==> src/rtl/tlp_pack_pkg.sv <==
package tlp_pack_pkg;
    localparam int DW = 32;
    localparam int BEAT_W = 2 * DW;

    typedef enum logic [1:0] {
        ST_IDLE,
        ST_HDR,
        ST_PAD,
        ST_DATA
    } seq_state_e;

    // Reverse the four bytes of a dword.
    function automatic logic [DW-1:0] swap_bytes(input logic [DW-1:0] d);
        return {d[7:0], d[15:8], d[23:16], d[31:24]};
    endfunction
endpackage

==> src/rtl/tlp_pack_seq.sv <==
module tlp_pack_seq
    import tlp_pack_pkg::*;
#(
    parameter int LEN_W = 10
) (
    input  logic             clk,
    input  logic             rst_n,
    input  logic             desc_valid,
    output logic             desc_ready,
    input  logic             desc_hdr4,
    input  logic             desc_addr_b2,
    input  logic [LEN_W-1:0] desc_len,
    input  logic             in_valid,
    output logic             in_ready,
    input  logic [DW-1:0]    in_dword,
    output logic             slot_valid,
    output logic [DW-1:0]    slot_dword,
    output logic             slot_last,
    output logic             slot_first,
    input  logic             slot_room
);
    seq_state_e       state, nxt;
    logic             hdr4_q;
    logic             pad_q;
    logic [1:0]       hdr_idx;
    logic [LEN_W-1:0] remain;
    logic             is_in;
    logic             hdr_end;
    logic             adv;

    assign hdr_end  = (hdr_idx == (hdr4_q ? 2'd3 : 2'd2));
    assign adv      = slot_valid && slot_room;
    assign in_ready = is_in && slot_room;

    // state register
    always_ff @(posedge clk) begin
        if (!rst_n) state <= ST_IDLE;
        else        state <= nxt;
    end

    // transitions
    always_comb begin
        nxt = state;
        unique case (state)
            ST_IDLE: if (desc_valid) nxt = ST_HDR;
            ST_HDR: begin
                if (adv && hdr_end) begin
                    if (remain == '0) nxt = ST_IDLE;
                    else if (pad_q)   nxt = ST_PAD;
                    else              nxt = ST_DATA;
                end
            end
            ST_PAD:  if (adv) nxt = ST_DATA;
            ST_DATA: if (adv && remain == LEN_W'(1)) nxt = ST_IDLE;
            default: nxt = ST_IDLE;
        endcase
    end

    // outputs
    always_comb begin
        desc_ready = 1'b0;
        is_in      = 1'b0;
        slot_valid = 1'b0;
        slot_dword = '0;
        slot_last  = 1'b0;
        slot_first = 1'b0;
        unique case (state)
            ST_IDLE: desc_ready = 1'b1;
            ST_HDR: begin
                is_in      = 1'b1;
                slot_valid = in_valid;
                slot_dword = swap_bytes(in_dword);
                slot_last  = hdr_end && (remain == '0);
                slot_first = (hdr_idx == 2'd0);
            end
            ST_PAD: slot_valid = 1'b1;
            ST_DATA: begin
                is_in      = 1'b1;
                slot_valid = in_valid;
                slot_dword = in_dword;
                slot_last  = (remain == LEN_W'(1));
            end
            default: ;
        endcase
    end

    // per-packet counters
    always_ff @(posedge clk) begin
        if (!rst_n) begin
            hdr4_q  <= 1'b0;
            pad_q   <= 1'b0;
            hdr_idx <= '0;
            remain  <= '0;
        end else begin
            if (state == ST_IDLE && desc_valid) begin
                hdr4_q  <= desc_hdr4;
                // a slot is inserted when header parity disagrees with the address lane
                pad_q   <= (desc_hdr4 == desc_addr_b2);
                hdr_idx <= '0;
                remain  <= desc_len;
            end
            if (state == ST_HDR && adv)  hdr_idx <= hdr_idx + 2'd1;
            if (state == ST_DATA && adv) remain  <= remain - LEN_W'(1);
        end
    end
endmodule

==> src/rtl/tlp_pack_asm.sv <==
module tlp_pack_asm
    import tlp_pack_pkg::*;
(
    input  logic              clk,
    input  logic              rst_n,
    input  logic              slot_valid,
    input  logic [DW-1:0]     slot_dword,
    input  logic              slot_last,
    input  logic              slot_first,
    output logic              slot_room,
    output logic              out_valid,
    input  logic              out_ready,
    output logic [BEAT_W-1:0] out_data,
    output logic              out_sop,
    output logic              out_eop,
    output logic              out_empty
);
    logic          lane_hi;
    logic [DW-1:0] lo_q;
    logic          lo_sop;
    logic          out_free;
    logic          take;
    logic          emit;

    assign out_free  = !out_valid || out_ready;
    assign slot_room = (!lane_hi && !slot_last) || out_free;
    assign take      = slot_valid && slot_room;
    assign emit      = take && (lane_hi || slot_last);

    always_ff @(posedge clk) begin
        if (!rst_n) begin
            lane_hi   <= 1'b0;
            lo_q      <= '0;
            lo_sop    <= 1'b0;
            out_valid <= 1'b0;
            out_data  <= '0;
            out_sop   <= 1'b0;
            out_eop   <= 1'b0;
            out_empty <= 1'b0;
        end else begin
            if (take) lane_hi <= slot_last ? 1'b0 : !lane_hi;
            if (take && !lane_hi) begin
                lo_q   <= slot_dword;
                lo_sop <= slot_first;
            end
            if (emit) begin
                out_valid <= 1'b1;
                out_data  <= lane_hi ? {slot_dword, lo_q} : {{DW{1'b0}}, slot_dword};
                out_sop   <= lane_hi ? lo_sop : slot_first;
                out_eop   <= slot_last;
                out_empty <= !lane_hi;
            end else if (out_ready) begin
                out_valid <= 1'b0;
            end
        end
    end
endmodule

==> src/rtl/tlp_stream_packer.sv <==
module tlp_stream_packer
    import tlp_pack_pkg::*;
#(
    parameter int LEN_W = 10
) (
    input  logic              clk,
    input  logic              rst_n,
    input  logic              desc_valid,
    output logic              desc_ready,
    input  logic              desc_hdr4,
    input  logic              desc_addr_b2,
    input  logic [LEN_W-1:0]  desc_len,
    input  logic              in_valid,
    output logic              in_ready,
    input  logic [DW-1:0]     in_dword,
    output logic              out_valid,
    input  logic              out_ready,
    output logic [BEAT_W-1:0] out_data,
    output logic              out_sop,
    output logic              out_eop,
    output logic              out_empty
);
    logic          slot_valid;
    logic [DW-1:0] slot_dword;
    logic          slot_last;
    logic          slot_first;
    logic          slot_room;

    tlp_pack_seq #(.LEN_W(LEN_W)) u_seq (
        .clk          (clk),
        .rst_n        (rst_n),
        .desc_valid   (desc_valid),
        .desc_ready   (desc_ready),
        .desc_hdr4    (desc_hdr4),
        .desc_addr_b2 (desc_addr_b2),
        .desc_len     (desc_len),
        .in_valid     (in_valid),
        .in_ready     (in_ready),
        .in_dword     (in_dword),
        .slot_valid   (slot_valid),
        .slot_dword   (slot_dword),
        .slot_last    (slot_last),
        .slot_first   (slot_first),
        .slot_room    (slot_room)
    );

    tlp_pack_asm u_asm (
        .clk        (clk),
        .rst_n      (rst_n),
        .slot_valid (slot_valid),
        .slot_dword (slot_dword),
        .slot_last  (slot_last),
        .slot_first (slot_first),
        .slot_room  (slot_room),
        .out_valid  (out_valid),
        .out_ready  (out_ready),
        .out_data   (out_data),
        .out_sop    (out_sop),
        .out_eop    (out_eop),
        .out_empty  (out_empty)
    );
endmodule

==> config.mk <==
export PLATFORM = sky130hd
export DESIGN_NAME = tlp_stream_packer
export DESIGN_NICKNAME = d
export VERILOG_FILES = /design/src/rtl/tlp_pack_pkg.sv /design/src/rtl/tlp_pack_seq.sv /design/src/rtl/tlp_pack_asm.sv /design/src/rtl/tlp_stream_packer.sv
export SDC_FILE = /design/constraint.sdc
export NUM_CORES = 1
export LEC_CHECK = 0
export ABC_AREA = 1
export BUFFER_PORTS_ARGS = -buffer_cell sky130_fd_sc_hd__buf_2
export CAP_MARGIN = 40
export CORE_MARGIN = 4
export CORE_UTILIZATION = 35
export DETAILED_ROUTE_END_ITERATION = 7
export MAX_ROUTING_LAYER = met4
export SETUP_SLACK_MARGIN = 0.3
export SYNTH_ARGS = -nofsm -noshare
export SYNTH_HDL_FRONTEND = slang
export SYNTH_SLANG_ARGS = --single-unit
export TNS_END_PERCENT = 30
==> constraint.sdc <==
create_clock -name clk -period 1.8 [get_ports clk]
set_clock_uncertainty 0.1 [all_clocks]
set_input_delay 0 -clock clk [delete_from_list [all_inputs] [get_ports clk]]
set_output_delay 0 -clock clk [all_outputs]
set_load 0.005 [all_outputs]
==> results of run 1 <==
==> sequential cells by signal (all words and copies together), names as in the netlist, named ones only <==
signal,flops
u_asm.out_data,64
u_asm.lo_q,32
u_seq.remain,10
u_seq.hdr_idx,2
u_asm.lane_hi,1
u_asm.lo_sop,1
u_asm.out_empty,1
u_asm.out_eop,1
u_asm.out_sop,1
u_asm.out_valid,1
u_seq.hdr4_q,1
u_seq.pad_q,1
u_seq.state,1
==> Yosys cell counts <==
| cell | count | area share |
|---|---|---|
| sky130_fd_sc_hd__nand2_2 | 5 | 0.0060 |
| sky130_fd_sc_hd__and2_1 | 1 | 0.0012 |
| sky130_fd_sc_hd__buf_6 | 7 | 0.015 |
| sky130_fd_sc_hd__a21oi_1 | 93 | 0.089 |
| sky130_fd_sc_hd__a31oi_1 | 19 | 0.023 |
| sky130_fd_sc_hd__inv_1 | 67 | 0.048 |
| sky130_fd_sc_hd__a211oi_1 | 2 | 0.0029 |
| sky130_fd_sc_hd__o21ai_1 | 32 | 0.031 |
| sky130_fd_sc_hd__nor2_1 | 22 | 0.016 |
| sky130_fd_sc_hd__o21ai_0 | 43 | 0.041 |
| sky130_fd_sc_hd__buf_2 | 12 | 0.011 |
| sky130_fd_sc_hd__buf_4 | 1 | 0.0014 |
| sky130_fd_sc_hd__nand3_4 | 1 | 0.0033 |
| sky130_fd_sc_hd__ha_1 | 4 | 0.0096 |
| sky130_fd_sc_hd__nand2_4 | 4 | 0.0086 |
| sky130_fd_sc_hd__inv_2 | 7 | 0.0050 |
| sky130_fd_sc_hd__nand3_1 | 29 | 0.028 |
| sky130_fd_sc_hd__nand3_2 | 1 | 0.0019 |
| sky130_fd_sc_hd__o21bai_1 | 1 | 0.0014 |
| sky130_fd_sc_hd__o31ai_1 | 1 | 0.0014 |
| sky130_fd_sc_hd__nand2_1 | 167 | 0.12 |
| sky130_fd_sc_hd__nor2_2 | 5 | 0.0060 |
| sky130_fd_sc_hd__xor2_1 | 1 | 0.0017 |
| sky130_fd_sc_hd__nand4_1 | 2 | 0.0024 |
| sky130_fd_sc_hd__nand3b_1 | 2 | 0.0029 |
| sky130_fd_sc_hd__clkbuf_1 | 27 | 0.019 |
| sky130_fd_sc_hd__o211ai_1 | 2 | 0.0029 |
| sky130_fd_sc_hd__a21boi_0 | 1 | 0.0014 |
| sky130_fd_sc_hd__clkinv_1 | 1 | 0.00072 |
| sky130_fd_sc_hd__nor2_4 | 1 | 0.0021 |
| sky130_fd_sc_hd__xnor2_1 | 4 | 0.0067 |
| sky130_fd_sc_hd__o22ai_1 | 32 | 0.038 |
| sky130_fd_sc_hd__dfxtp_1 | 118 | 0.45 |
| sky130_fd_sc_hd__buf_1 | 2 | 0.0014 |
==> kinds of logic after synthesis <==
kind of cell,after synthesis,synth area share
flip-flops,118,0.4508
AND/OR/NAND/NOR,240,0.1975
AO/OA/AOI/OAI,226,0.2314
adder cells (fa/ha/maj),4,0.009551
XOR/XNOR,5,0.008357
buffers and inverters,124,0.1024
==> layer usage <==
layer  track usage  up-vias  share of wire
met2        0.3063      210           0.47
li1              -     2824              -
met4        0.1028        0          0.033
met3       0.04912       50          0.059
met1        0.2697     2614           0.44
met5             -        -              0
==> per-stage QoR <==
step	power [µW]	hold slack (ns)	worst slack (ns)	setup TNS (ns)
2_1_floorplan	3882	0.06246	0.01552	0
3_3_place_gp	4409	0.2060	-0.04022	-0.06161
3_5_place_dp	4416	0.2032	-0.06112	-0.9673
4_1_cts	7907	0.009795	-0.06446	-1.852
5_1_grt	8447	0.06626	-0.2634	-23.29
6_report	8078	0.04066	-0.1940	-11.85
==> where the power goes <==
group	switching, µW	leakage, µW	total, µW	internal (µW)
sequential	95.1	0.000960	2890	2790
clock	1170	0.000277	3230	2060
combinational	1100	0.00227	1960	866
total	2360	0.00351	8080	5710
==> cell type report <==
type                            count  share of cell area
Tap cell                          184             0.02829
Timing Repair Buffer              246              0.2390
Multi-Input combinational cell    475              0.3322
Inverter                           75             0.03891
Sequential cell                   118              0.2916
Clock buffer                       23             0.06120
Clock inverter                      8            0.008919
==> how the worst max path moves through the flow <==
stage                         endpoint             from  slack, ns
finish               u_asm.out_data[2]  u_seq.remain[2]      -0.19
CTS                 u_asm.out_data[34]  u_seq.remain[1]      -0.06
floorplan                u_asm.lo_q[5]  u_seq.remain[1]       0.02
global placement       u_seq.remain[9]  u_seq.remain[3]      -0.04
global route         u_asm.out_data[6]  u_seq.remain[2]      -0.26
detailed placement  u_asm.out_data[29]  u_seq.remain[0]      -0.06
==> what timing repair did <==
item	in CTS	in global routing
pin swaps	24	15
hold buffers	45	0
setup endpoints to repair	117	120
endpoints found under the hold margin	64	0
cloned	2	5
gates resized for setup	33	71
setup buffers	14	8
==> critical path, stage by stage, from the launching register on <==
cell and delay (ns):
sky130_fd_sc_hd__dfxtp_2 0.33, sky130_fd_sc_hd__nor2_4 0.17, sky130_fd_sc_hd__nand3_2 0.13, sky130_fd_sc_hd__nor2_4 0.12, sky130_fd_sc_hd__nand2_2 0.08, sky130_fd_sc_hd__nand3_4 0.08
sky130_fd_sc_hd__nand2_4 0.06, sky130_fd_sc_hd__nand2_4 0.09, sky130_fd_sc_hd__buf_12 0.11, sky130_fd_sc_hd__clkinv_8 0.06, sky130_fd_sc_hd__nand2_8 0.09, sky130_fd_sc_hd__inv_12 0.06
sky130_fd_sc_hd__buf_12 0.15, sky130_fd_sc_hd__o21ai_1 0.16, sky130_fd_sc_hd__a21oi_2 0.05
==> report_table.html, run 1 <==
<table>
<tr><th>Metric</th><th>Value</th></tr>
<tr><th colspan="2">Detailed routing</th></tr>
<tr><td>Via density per instance</td><td>5.047</td></tr>
<tr><td>Via count</td><td>5698</td></tr>
<tr><td>DRC Markers</td><td>0</td></tr>
<tr><td>Antenna Nets Post-Route</td><td>0</td></tr>
<tr><td>Drt pass-1 iters</td><td>5</td></tr>
<tr><td>Total routed wirelength</td><td>18.17 mm</td></tr>
<tr><td>1st-iter DRT viols</td><td>449</td></tr>
<tr><td>Post-DR wirelength/cell</td><td>approximately 16 µm</td></tr>
<tr><th colspan="2">Placement</th></tr>
<tr><td>Post-detailed-placement half-perimeter wirelength</td><td>10.80 mm</td></tr>
<tr><td>Gpl congestion</td><td>0.8224</td></tr>
<tr><td>Cell area after placement</td><td>6409 µm²</td></tr>
<tr><td>Number of buffer cells added on primary ports</td><td>around 120</td></tr>
<tr><td>Instance count after placement with tap cells included</td><td>a little over 1000</td></tr>
<tr><th colspan="2">Worst setup path</th></tr>
<tr><td>Required time of the critical path</td><td>1.99 ns</td></tr>
<tr><td>Crit path arrival time</td><td>2.18 ns</td></tr>
<tr><td>Critical R2R Capture</td><td>u_asm.out_data[2]</td></tr>
<tr><td>Number of cells traversed by the worst register-to-register path</td><td>14</td></tr>
<tr><td>FF-to-FF setup slack</td><td>-0.19 ns</td></tr>
<tr><td>Endpoint type of the worst setup path</td><td>flip-flop</td></tr>
<tr><td>Type of the worst setup path</td><td>reg2reg</td></tr>
<tr><td>Top fanout value on the critical path</td><td>13</td></tr>
<tr><td>Category of the worst setup path launch point</td><td>flip-flop</td></tr>
<tr><td>Beginning of the worst register-to-register path</td><td>u_seq.remain[2]</td></tr>
<tr><th colspan="2">Pwr</th></tr>
<tr><td>VDD IR max</td><td>740.4 µV</td></tr>
<tr><td>Total leakage power</td><td>roughly 0.0035 µW</td></tr>
<tr><td>Power per cell area</td><td>992.8 nW/µm²</td></tr>
<tr><th colspan="2">Timing</th></tr>
<tr><td>Worst-case setup margin in the final layout</td><td>-0.1940 ns</td></tr>
<tr><td>Crit share post-route</td><td>1.108</td></tr>
<tr><td>Worst-case headroom to the max-slew limit</td><td>0.5517</td></tr>
<tr><td>Pins over their slew limit</td><td>0</td></tr>
<tr><td>Least-Margin Pin Slew</td><td>0.6724 ns</td></tr>
<tr><td>Setup repair after global routing missed its margin</td><td>true</td></tr>
<tr><td>Minimum period implied by the final worst setup slack</td><td>~2 ns</td></tr>
<tr><td>Number of hold violations in the final report</td><td>0</td></tr>
<tr><td>Max Clk Rate</td><td>501.5 MHz</td></tr>
<tr><td>Final setup violating endpoints</td><td>~120</td></tr>
<tr><th colspan="2">Die</th></tr>
<tr><td># IOs</td><td>119</td></tr>
<tr><td>Floorplan die area</td><td>16990 µm²</td></tr>
<tr><td>Site Rows</td><td>44</td></tr>
<tr><td>Die extent in x</td><td>130.4 µm</td></tr>
<tr><td>Starting Density</td><td>0.3592</td></tr>
<tr><td>Core area</td><td>around 15000 µm²</td></tr>
<tr><td>Die span in y</td><td>130.4 µm</td></tr>
<tr><th colspan="2">Yosys</th></tr>
<tr><td>Post-synthesis instance area</td><td>5240 µm²</td></tr>
<tr><td>Post-synthesis area per instance</td><td>7.308 µm²</td></tr>
<tr><td>Net count after synthesis</td><td>770</td></tr>
<tr><td>Instance count of the mapped netlist</td><td>717</td></tr>
<tr><td>Count of distinct cell types in the synthesized netlist</td><td>34</td></tr>
<tr><td>Register bit count reported by yosys</td><td>118</td></tr>
<tr><td>YS warnings</td><td>0</td></tr>
<tr><td>Register area share after synthesis</td><td>0.4508</td></tr>
<tr><th colspan="2">Layout</th></tr>
<tr><td>Fraction of layout instances using a drive strength above 1</td><td>0.3556</td></tr>
<tr><td>Area growth, synth to finish</td><td>55.28%</td></tr>
<tr><td>Count of antenna diodes in the layout</td><td>0</td></tr>
<tr><td>Commonest cells after routing, fill and taps aside</td><td>sky130_fd_sc_hd__nand2_1 (155), sky130_fd_sc_hd__buf_2 (118), sky130_fd_sc_hd__dfxtp_1 (112), sky130_fd_sc_hd__inv_1 (63), sky130_fd_sc_hd__a21oi_1 (59)</td></tr>
<tr><td>Storage cell area</td><td>2372 µm²</td></tr>
<tr><td>Final instance area</td><td>8137 µm²</td></tr>
<tr><td>Most common cell after layout, fill and taps aside</td><td>sky130_fd_sc_hd__nand2_1</td></tr>
<tr><td>Number of nets in the final layout</td><td>986</td></tr>
<tr><td>Multi-input gate area in the final layout</td><td>2703 µm²</td></tr>
<tr><td>Post-layout instance count excluding filler cells</td><td>1129</td></tr>
<tr><td>Final design utilization</td><td>0.5577</td></tr>
<tr><td>Number of fill cells</td><td>1290</td></tr>
<tr><th colspan="2">Worst hold path</th></tr>
<tr><td>Path category of the worst min-delay check</td><td>in2reg</td></tr>
<tr><td>Worst hold stages</td><td>5</td></tr>
<tr><td>Endpoint of the worst hold-timing path</td><td>u_asm.out_data[56]</td></tr>
<tr><td>Hold Path Origin</td><td>in_dword[24]</td></tr>
<tr><th colspan="2">Global routing</th></tr>
<tr><td>Global-route wire length before repair</td><td>26.79 mm</td></tr>
<tr><td>Initial antenna violation count</td><td>0</td></tr>
<tr><td>Overall track demand over capacity in global routing</td><td>0.2087</td></tr>
<tr><td>Via count of the first global-routing pass</td><td>about 5200</td></tr>
<tr><td>Total grt overflow</td><td>0</td></tr>
<tr><td>Largest net degree at the start of global routing</td><td>59</td></tr>
<tr><th colspan="2">Run status</th></tr>
<tr><td>Result of the run</td><td>finished, violations left</td></tr>
<tr><td>Failing checks</td><td>negative setup slack</td></tr>
<tr><th colspan="2">Clocking</th></tr>
<tr><td>Clock root buffer</td><td>sky130_fd_sc_hd__clkbuf_16</td></tr>
<tr><td>Clock-pin transition on the worst setup and hold timing paths</td><td>0.05 ns</td></tr>
<tr><td>Clock latency of the later-clocked register in the worst-skew pair</td><td>0.42 ns</td></tr>
<tr><td>H-tree Lvls</td><td>4</td></tr>
<tr><td>Number of CTS-inserted buffers</td><td>17</td></tr>
<tr><td>TritonCTS Sinks</td><td>118</td></tr>
<tr><td>CTS tree</td><td>built</td></tr>
<tr><td>Maximum root-to-sink buffer count</td><td>2</td></tr>
<tr><th colspan="2">Run</th></tr>
<tr><td>Max-Cap Viols</td><td>0</td></tr>
</table>
No activity file was read; power rests on OpenSTA's default activity.
==> run 2: changes to the inputs <==
--- a/config.mk
+++ b/config.mk
@@ -10,8 +10,10 @@
 export CAP_MARGIN = 40
 export CORE_MARGIN = 4
 export CORE_UTILIZATION = 35
+export CTS_CLUSTER_DIAMETER = 80
 export DETAILED_ROUTE_END_ITERATION = 7
 export MAX_ROUTING_LAYER = met4
+export PLACE_DENSITY = 0.67
 export SETUP_SLACK_MARGIN = 0.3
 export SYNTH_ARGS = -nofsm -noshare
 export SYNTH_HDL_FRONTEND = slang
==> report_table.html, run 2 (synthesis results as in run 1) <==
<table>
<tr><th>Metric</th><th>Value</th></tr>
<tr><th colspan="2">Run status</th></tr>
<tr><td>Result of the run</td><td>finished, violations left</td></tr>
<tr><td>Failing checks</td><td>negative setup slack</td></tr>
<tr><th colspan="2">Timing</th></tr>
<tr><td>Worst Hold Margin</td><td>0.02862 ns (-0.01205 ns)</td></tr>
<tr><td>Setup repair after global routing missed its margin</td><td>true</td></tr>
<tr><td>Minimum period implied by the final worst setup slack</td><td>1.871 ns (-0.1230 ns)</td></tr>
<tr><td>Max Clk Rate</td><td>534.5 MHz (+6.6%)</td></tr>
<tr><td>Pins over their slew limit</td><td>0 (unchanged)</td></tr>
<tr><td>Worst-case setup margin in the final layout</td><td>-0.07096 ns (+0.1230 ns)</td></tr>
<tr><td>Crit share post-route</td><td>1.039 (-0.06834)</td></tr>
<tr><td>Final setup violating endpoints</td><td>52 (-56%)</td></tr>
<tr><td>Least-Margin Pin Slew</td><td>0.5250 ns (-0.1474 ns)</td></tr>
<tr><td>Worst-case headroom to the max-slew limit</td><td>0.6500 (+0.09825)</td></tr>
<tr><td>Number of hold violations in the final report</td><td>0 (unchanged)</td></tr>
<tr><th colspan="2">Worst setup path</th></tr>
<tr><td>Beginning of the worst register-to-register path</td><td>u_seq.remain[4]</td></tr>
<tr><td>Top fanout value on the critical path</td><td>11 (-2)</td></tr>
<tr><td>Required time of the critical path</td><td>2.04 ns (+0.05 ns)</td></tr>
<tr><td>Crit path arrival time</td><td>2.11 ns (-0.07 ns)</td></tr>
<tr><td>Cell with the biggest individual delay on the critical path</td><td>sky130_fd_sc_hd__dfxtp_2</td></tr>
<tr><td>Category of the worst setup path launch point</td><td>flip-flop</td></tr>
<tr><td>Type of the worst setup path</td><td>reg2reg</td></tr>
<tr><td>Sequence of cells on the critical path</td><td>nor2_4, nand3_2, nor2_4, nand2_2, nand3_4, nand2_4, nand2_8, inv_8, nand2_8, inv_8, bufbuf_16, a31oi_1</td></tr>
<tr><td>Delay contributed by the slowest stage of the critical path</td><td>0.33 ns (about the same)</td></tr>
<tr><td>Launching element of the worst setup path</td><td>u_seq.remain[4]</td></tr>
<tr><td>Endpoint type of the worst setup path</td><td>flip-flop</td></tr>
<tr><th colspan="2">Placement</th></tr>
<tr><td>Post-detailed-placement half-perimeter wirelength</td><td>10.98 mm (+1.7%)</td></tr>
<tr><td>Number of buffer cells added on primary ports</td><td>118 (unchanged)</td></tr>
<tr><td>Gpl congestion</td><td>0.8660 (+5.3%)</td></tr>
<tr><td>Placement-stage worst setup slack</td><td>-0.07757 ns (-0.01645 ns)</td></tr>
<tr><th colspan="2">Layout</th></tr>
<tr><td>Biggest register</td><td>u_asm.out_data</td></tr>
<tr><td>Largest register FFs</td><td>64 (unchanged)</td></tr>
<tr><td>Largest registers</td><td>u_asm.out_data: 64 flops, u_asm.lo_q: 32 flops, u_seq.remain: 10 flops</td></tr>
<tr><td>Most common cell after layout, fill and taps aside</td><td>sky130_fd_sc_hd__nand2_1</td></tr>
<tr><td>Number of nets in the final layout</td><td>966 (-2.0%)</td></tr>
<tr><td>Area growth, synth to finish</td><td>51.62%</td></tr>
<tr><td>Count of antenna diodes in the layout</td><td>0 (unchanged)</td></tr>
<tr><td>Fraction of layout instances using a drive strength above 1</td><td>0.3434 (-0.01214)</td></tr>
<tr><td>Commonest cells after routing, fill and taps aside</td><td>sky130_fd_sc_hd__nand2_1 (158), sky130_fd_sc_hd__buf_2 (118), sky130_fd_sc_hd__dfxtp_1 (109), sky130_fd_sc_hd__a21oi_1 (68), sky130_fd_sc_hd__inv_1 (64)</td></tr>
<tr><th colspan="2">Pwr</th></tr>
<tr><td>Clock network fraction of design power</td><td>0.423 (+0.023)</td></tr>
<tr><td>Switching share of total power</td><td>0.2901 (-0.002473)</td></tr>
<tr><td>VDD IR max</td><td>749.3 µV (+1.2%)</td></tr>
<tr><td>Switching power</td><td>2357 µW (-0.28%)</td></tr>
<tr><td>Sequential share of power</td><td>0.355 (-0.002)</td></tr>
<tr><td>Total leakage power</td><td>0.003363 µW (-4.1%)</td></tr>
<tr><td>Cell internal pwr</td><td>5767 µW (+0.92%)</td></tr>
<tr><td>Power per cell area</td><td>1022 nW/µm² (+3.0%)</td></tr>
<tr><td>Share of total power in combinational logic</td><td>0.222 (-0.021)</td></tr>
<tr><th colspan="2">Die</th></tr>
<tr><td>Site Rows</td><td>44 (unchanged)</td></tr>
<tr><td>Die span in y</td><td>130.4 µm (unchanged)</td></tr>
<tr><td>Starting Density</td><td>0.3592 (unchanged)</td></tr>
<tr><td># IOs</td><td>119 (unchanged)</td></tr>
<tr><td>Die extent in x</td><td>130.4 µm (unchanged)</td></tr>
<tr><td>Floorplan die area</td><td>16990 µm² (unchanged)</td></tr>
<tr><td>Core area</td><td>14590 µm² (unchanged)</td></tr>
<tr><th colspan="2">Clocking</th></tr>
<tr><td>CTS tree</td><td>built</td></tr>
<tr><td>Number of CTS-inserted buffers</td><td>17 (unchanged)</td></tr>
<tr><td>TritonCTS Sinks</td><td>118 (unchanged)</td></tr>
<tr><td>Clock latency of the later-clocked register in the worst-skew pair</td><td>0.42 ns (about the same)</td></tr>
<tr><td>Clock root buffer</td><td>sky130_fd_sc_hd__clkbuf_16</td></tr>
<tr><td>Clock-pin transition on the worst setup and hold timing paths</td><td>0.06 ns (about the same)</td></tr>
<tr><td>H-tree Lvls</td><td>4 (unchanged)</td></tr>
<tr><td>Maximum root-to-sink buffer count</td><td>2 (unchanged)</td></tr>
<tr><th colspan="2">Global routing</th></tr>
<tr><td>Initial antenna violation count</td><td>0 (unchanged)</td></tr>
<tr><td>Largest net degree at the start of global routing</td><td>51 (-14%)</td></tr>
<tr><td>Total grt overflow</td><td>0 (unchanged)</td></tr>
<tr><td>Overall track demand over capacity in global routing</td><td>0.2030 (-0.005700)</td></tr>
<tr><td>Via count of the first global-routing pass</td><td>5206 (-0.71%)</td></tr>
<tr><td>Global-route wire length before repair</td><td>26.31 mm (-1.8%)</td></tr>
<tr><th colspan="2">Detailed routing</th></tr>
<tr><td>Via count</td><td>5663 (-0.61%)</td></tr>
<tr><td>DRC Markers</td><td>0 (unchanged)</td></tr>
<tr><td>Antenna Nets Post-Route</td><td>0 (unchanged)</td></tr>
<tr><td>Post-DR wirelength/cell</td><td>15.57 µm (-3.2%)</td></tr>
<tr><td>Total routed wirelength</td><td>17.29 mm (-4.9%)</td></tr>
<tr><td>1st-iter DRT viols</td><td>553 (+23%)</td></tr>
<tr><td>Via density per instance</td><td>5.102 (+1.1%)</td></tr>
<tr><td>Drt pass-1 iters</td><td>7 (+2)</td></tr>
<tr><th colspan="2">Run</th></tr>
<tr><td>Max-Cap Viols</td><td>0 (unchanged)</td></tr>
<tr><th colspan="2">Worst hold path</th></tr>
<tr><td>Hold Path Origin</td><td>in_dword[2]</td></tr>
<tr><td>Path category of the worst min-delay check</td><td>in2reg</td></tr>
</table>
==> run 2: changes by cell type in the layout (fill, tap and decap cells not counted), sizes merged <==
cell / previous run / this run
buf: 197 / 179
bufbuf: 0 / 1
bufinv: 1 / 2
clkbuf: 27 / 25
clkinv: 6 / 1
clkinvlp: 3 / 5
dlygate4sd3: 45 / 44
inv: 73 / 76
==> run 2: per-stage QoR <==
step | cell area [µm²] | power [µW] | cells | utilization | TNS (ns)
after floorplan | 5370 | 3882 | 717 | - | 0
final | 7945 | 8124 | 1110 | 0.5446 | -1.260
after global routing | 7945 | 8476 | 1110 | 0.5446 | -8.410
after detailed placement | 6351 | 4376 | 1018 | 0.4353 | -1.781
after CTS | 7664 | 8006 | 1104 | 0.5253 | -0.4463
after global placement | 6351 | 4363 | 1018 | 0.4353 | -0.1936
==> run 2: path summary, 6_finish.rpt <==
| kind | endpoint | slack, ns | cells past startpoint |
|---|---|---|---|
| setup / recovery | u_asm.out_data[23] | -0.07 | 12 |
| hold / removal | u_asm.out_data[58] | 0.03 | 5 |
| setup reg to reg | u_asm.out_data[23] | -0.07 | 12 |
| hold reg to reg | u_asm.lo_q[14] | 0.35 | 2 |
==> run 2: layer usage <==
| layer | share of wire | vias to the layer above | GRT usage |
|---|---|---|---|
| met1 | 0.43 | 2559 | 0.2596 |
| met3 | 0.062 | 82 | 0.04503 |
| met2 | 0.46 | 237 | 0.3027 |
| li1 | - | 2785 | - |
| met4 | 0.048 | 0 | 0.1010 |
| met5 | 0 | - | - |
==> run 2: critical path, delay by kind of cell, from the launching register on <==
kind | cells | cell delay [ns]
flip-flops | 1 | 0.33
AO/OA/AOI/OAI | 1 | 0.16
buffers and inverters | 3 | 0.37
AND/OR/NAND/NOR | 8 | 0.82
==> run 2: final cells by class <==
class	count	area (µm²)
well taps	184	230.2
multi-input cells	475	2710
clock inverters	9	115.1
flip-flops and latches	118	2374
inverters	75	299.0
fillers	1263	6644
repair buffers	226	1719
clock buffers	23	498.0
==> run 2: timing repair <==
action,4_1_cts,5_1_grt
hold buffers,44,0
endpoints found under the hold margin,81,0
cloned,2,2
buffers inserted,8,4
gates resized for setup,32,56
setup endpoints to repair,117,119
pin swaps,13,22
==> run 2: power groups by stage <==
stage               registers (µW)  clock network [µW]  logic [µW]
floorplan                     2920                   0         962
global placement              2920                   0        1440
detailed placement            2930                   0        1450
CTS                           2880                3470        1660
global route                  2900                3620        1960
finish                        2890                3430        1800
==> run 3: changes to the inputs <==
--- a/config.mk
+++ b/config.mk
@@ -12,7 +12,6 @@
 export CORE_UTILIZATION = 35
 export CTS_CLUSTER_DIAMETER = 80
 export DETAILED_ROUTE_END_ITERATION = 7
-export MAX_ROUTING_LAYER = met4
 export PLACE_DENSITY = 0.67
 export SETUP_SLACK_MARGIN = 0.3
 export SYNTH_ARGS = -nofsm -noshare
==> constraint.sdc (replaced) <==
create_clock -name clk -period 1.67 [get_ports clk]
set_clock_uncertainty 0.1 [all_clocks]
set_input_delay 0 -clock clk [delete_from_list [all_inputs] [get_ports clk]]
set_output_delay 0 -clock clk [all_outputs]
set_load 0.005 [all_outputs]
==> report_table.html, run 3 (synthesis results as in run 1) <==
<table>
<tr><th>Metric</th><th>Value</th></tr>
<tr><th colspan="2">Timing</th></tr>
<tr><td>Minimum period implied by the final worst setup slack</td><td>1.878 ns (+0.006896 ns)</td></tr>
<tr><td>Pins over their slew limit</td><td>0 (unchanged)</td></tr>
<tr><td>Final setup violating endpoints</td><td>115 (+120%)</td></tr>
<tr><td>Number of hold violations in the final report</td><td>1 (+1)</td></tr>
<tr><td>Least-Margin Pin Slew</td><td>0.7257 ns (+0.2007 ns)</td></tr>
<tr><td>Worst-case headroom to the max-slew limit</td><td>0.5162 (-0.1338)</td></tr>
<tr><td>Setup repair after global routing missed its margin</td><td>true</td></tr>
<tr><td>Crit share post-route</td><td>1.124 (+0.08504)</td></tr>
<tr><td>Worst-case setup margin in the final layout</td><td>-0.2079 ns (-0.1369 ns)</td></tr>
<tr><td>Worst Hold Margin</td><td>-0.06466 ns (-0.09328 ns)</td></tr>
<tr><td>Max Clk Rate</td><td>532.5 MHz (-0.37%)</td></tr>
<tr><th colspan="2">Pwr</th></tr>
<tr><td>VDD IR max</td><td>789.9 µV (+5.4%)</td></tr>
<tr><td>Sequential share of power</td><td>0.357 (+0.002)</td></tr>
<tr><td>Share of total power in combinational logic</td><td>0.227 (+0.005)</td></tr>
<tr><td>Clock network fraction of design power</td><td>0.416 (-0.007)</td></tr>
<tr><td>Power per cell area</td><td>1085 nW/µm² (+6.1%)</td></tr>
<tr><td>Switching power</td><td>2623 µW (+11%)</td></tr>
<tr><td>Total leakage power</td><td>0.003434 µW (+2.1%)</td></tr>
<tr><td>Cell internal pwr</td><td>6074 µW (+5.3%)</td></tr>
<tr><td>Switching share of total power</td><td>0.3016 (+0.01147)</td></tr>
<tr><th colspan="2">Worst setup path</th></tr>
<tr><td>Cell with the biggest individual delay on the critical path</td><td>sky130_fd_sc_hd__dfxtp_2</td></tr>
<tr><td>Endpoint type of the worst setup path</td><td>flip-flop</td></tr>
<tr><td>Delay contributed by the slowest stage of the critical path</td><td>0.33 ns (about the same)</td></tr>
<tr><td>Type of the worst setup path</td><td>reg2reg</td></tr>
<tr><td>Top fanout value on the critical path</td><td>7 (-4)</td></tr>
<tr><td>Sequence of cells on the critical path</td><td>inv_2, ha_2, nand2_2, nor2_4, nand2_2, nand3_4, nand2_4, nand2_8, inv_8, nand2_8, clkinv_8, buf_8, clkbuf_16, a21oi_2</td></tr>
<tr><td>Crit path arrival time</td><td>2.14 ns (+0.03 ns)</td></tr>
<tr><td>Required time of the critical path</td><td>1.93 ns (-0.11 ns)</td></tr>
<tr><td>Category of the worst setup path launch point</td><td>flip-flop</td></tr>
<tr><th colspan="2">Die</th></tr>
<tr><td># IOs</td><td>119 (unchanged)</td></tr>
<tr><td>Site Rows</td><td>44 (unchanged)</td></tr>
<tr><td>Die extent in x</td><td>130.4 µm (unchanged)</td></tr>
<tr><td>Floorplan die area</td><td>16990 µm² (unchanged)</td></tr>
<tr><td>Core area</td><td>14590 µm² (unchanged)</td></tr>
<tr><td>Starting Density</td><td>0.3592 (unchanged)</td></tr>
<tr><td>Die span in y</td><td>130.4 µm (unchanged)</td></tr>
<tr><th colspan="2">Placement</th></tr>
<tr><td>Gpl congestion</td><td>0.8550 (-1.3%)</td></tr>
<tr><td>Post-detailed-placement half-perimeter wirelength</td><td>11.24 mm (+2.4%)</td></tr>
<tr><td>Placement-stage worst setup slack</td><td>-0.2192 ns (-0.1417 ns)</td></tr>
<tr><td>Number of buffer cells added on primary ports</td><td>118 (unchanged)</td></tr>
<tr><td>Instance count after placement with tap cells included</td><td>1034 (+1.6%)</td></tr>
<tr><th colspan="2">Layout</th></tr>
<tr><td>Biggest register</td><td>u_asm.out_data</td></tr>
<tr><td>Post-layout instance count excluding filler cells</td><td>1123 (+1.2%)</td></tr>
<tr><td>Fraction of layout instances using a drive strength above 1</td><td>0.3514 (+0.008025)</td></tr>
<tr><td>Final design utilization</td><td>0.5494 (+0.004803)</td></tr>
<tr><td>Multi-input gate area in the final layout</td><td>2668 µm² (-1.6%)</td></tr>
<tr><td>Largest register FFs</td><td>64 (unchanged)</td></tr>
<tr><td>Most common cell after layout, fill and taps aside</td><td>sky130_fd_sc_hd__nand2_1</td></tr>
<tr><td>Commonest cells after routing, fill and taps aside</td><td>sky130_fd_sc_hd__nand2_1 (160), sky130_fd_sc_hd__buf_2 (118), sky130_fd_sc_hd__dfxtp_1 (111), sky130_fd_sc_hd__a21oi_1 (70), sky130_fd_sc_hd__inv_1 (64)</td></tr>
<tr><td>Count of antenna diodes in the layout</td><td>0 (unchanged)</td></tr>
<tr><td>Number of fill cells</td><td>1260 (-0.24%)</td></tr>
<tr><td>Area growth, synth to finish</td><td>52.96%</td></tr>
<tr><td>Largest registers</td><td>u_asm.out_data: 64 flops, u_asm.lo_q: 32 flops, u_seq.remain: 10 flops</td></tr>
<tr><td>Number of nets in the final layout</td><td>979 (+1.3%)</td></tr>
<tr><td>Storage cell area</td><td>2371 µm² (-0.11%)</td></tr>
<tr><th colspan="2">Detailed routing</th></tr>
<tr><td>DRC Markers</td><td>0 (unchanged)</td></tr>
<tr><td>Total routed wirelength</td><td>17.47 mm (+1.1%)</td></tr>
<tr><td>Via density per instance</td><td>5.097 (about the same)</td></tr>
<tr><td>Antenna Nets Post-Route</td><td>0 (unchanged)</td></tr>
<tr><td>Via count</td><td>5724 (+1.1%)</td></tr>
<tr><td>1st-iter DRT viols</td><td>407 (-26%)</td></tr>
<tr><td>Drt pass-1 iters</td><td>5 (-2)</td></tr>
<tr><td>Post-DR wirelength/cell</td><td>15.56 µm (about the same)</td></tr>
<tr><th colspan="2">Clocking</th></tr>
<tr><td>TritonCTS Sinks</td><td>118 (unchanged)</td></tr>
<tr><td>Cts hold-fix bufs</td><td>40 (-9.1%)</td></tr>
<tr><td>Clock-pin transition on the worst setup and hold timing paths</td><td>0.06 ns (about the same)</td></tr>
<tr><td>H-tree Lvls</td><td>4 (unchanged)</td></tr>
<tr><td>Clock latency of the later-clocked register in the worst-skew pair</td><td>0.42 ns (about the same)</td></tr>
<tr><td>CTS tree</td><td>built</td></tr>
<tr><td>Clock root buffer</td><td>sky130_fd_sc_hd__clkbuf_16</td></tr>
<tr><td>Number of CTS-inserted buffers</td><td>17 (unchanged)</td></tr>
<tr><td>Maximum root-to-sink buffer count</td><td>2 (unchanged)</td></tr>
<tr><th colspan="2">Run</th></tr>
<tr><td>Max-Cap Viols</td><td>0 (unchanged)</td></tr>
<tr><th colspan="2">Global routing</th></tr>
<tr><td>Largest net degree at the start of global routing</td><td>59 (+16%)</td></tr>
<tr><td>Overall track demand over capacity in global routing</td><td>0.2004 (-0.002630)</td></tr>
<tr><td>Total grt overflow</td><td>0 (unchanged)</td></tr>
<tr><td>Global-route wire length before repair</td><td>26.83 mm (+2.0%)</td></tr>
<tr><td>Initial antenna violation count</td><td>0 (unchanged)</td></tr>
<tr><td>Via count of the first global-routing pass</td><td>5264 (+1.1%)</td></tr>
<tr><th colspan="2">Worst hold path</th></tr>
<tr><td>Path category of the worst min-delay check</td><td>in2reg</td></tr>
<tr><th colspan="2">Run status</th></tr>
<tr><td>Failing checks</td><td>negative hold slack, negative setup slack</td></tr>
<tr><td>Result of the run</td><td>finished, violations left</td></tr>
</table>
[run 3: changes by cell type in the layout (fill, tap and decap cells not counted), moves of 3 or more]
| cell | delta |
|---|---|
| sky130_fd_sc_hd__clkinv_2 | +3 |
| sky130_fd_sc_hd__o21ai_1 | +3 |
| sky130_fd_sc_hd__dlygate4sd3_1 | -4 |
| sky130_fd_sc_hd__buf_4 | +10 |
| sky130_fd_sc_hd__clkbuf_8 | -4 |
| sky130_fd_sc_hd__o21ai_0 | -5 |
| sky130_fd_sc_hd__inv_6 | +3 |
[run 3: final timing paths]
| path | from | end | slack [ns] | cells after the start |
|---|---|---|---|---|
| worst max-delay path | u_seq.remain[0] | u_asm.out_data[1] | -0.21 | 14 |
| worst min-delay path | out_ready | u_asm.out_valid | -0.06 | 5 |
| worst max register to register | u_seq.remain[0] | u_asm.out_data[1] | -0.21 | 14 |
| worst min register to register | u_asm.lo_q[7] | u_asm.lo_q[7] | 0.35 | 2 |
[run 3: timing repair]
action | 4_1_cts | 5_1_grt
buffers inserted | 7 | 3
setup endpoints to repair | 119 | 120
gates resized for setup | 44 | 47
hold endpoints to repair | 57 | 1
pin swaps | 9 | 16
gates cloned | 3 | 4
[run 3: area by class of cell]
| cell class | instances | area share |
|---|---|---|
| Clock inverter | 14 | 0.01842 |
| Timing Repair inverter | 1 | 0.001093 |
| Clock buffer | 18 | 0.05479 |
| Tap cell | 184 | 0.02872 |
| Sequential cell | 118 | 0.2958 |
| Inverter | 75 | 0.03793 |
| Multi-Input combinational cell | 475 | 0.3328 |
| Timing Repair Buffer | 238 | 0.2304 |
[run 3: per-stage QoR]
step	setup TNS (ns)	cell area [µm²]	power (µW)
global placement	-10.28	6509	4765
floorplan	-6.674	5370	4184
detailed placement	-15.04	6509	4782
CTS	-15.60	7756	8579
global route	-25.45	8015	9057
finish	-13.53	8015	8697
[run 3: critical path, delay by kind of cell, from the launching register on]
family | cells | cell delay, ns
AOI/OAI and AO/OA | 1 | 0.11
adders and majority gates | 1 | 0.16
buffers and inverters | 5 | 0.50
DFF | 1 | 0.33
and+or+nand+nor | 7 | 0.60
[run 3: layer usage]
| metal | track usage | wire, µm | vias to the layer above |
|---|---|---|---|
| li1 | - | - | 2799 |
| met1 | 0.2703 | 7751 | 2700 |
| met2 | 0.3069 | 8264 | 183 |
| met3 | 0.05076 | 921 | 42 |
| met4 | 0.08167 | 535 | 0 |
| met5 | 0 | 0 | - |
[run 3: power groups by stage]
stage | Clock, µW | Combinational, µW | Sequential [µW]
finish | 3620 | 1970 | 3110
global route | 3770 | 2160 | 3120
CTS | 3640 | 1840 | 3100
detailed placement | 0 | 1630 | 3150
global placement | 0 | 1610 | 3150
floorplan | 0 | 1040 | 3150
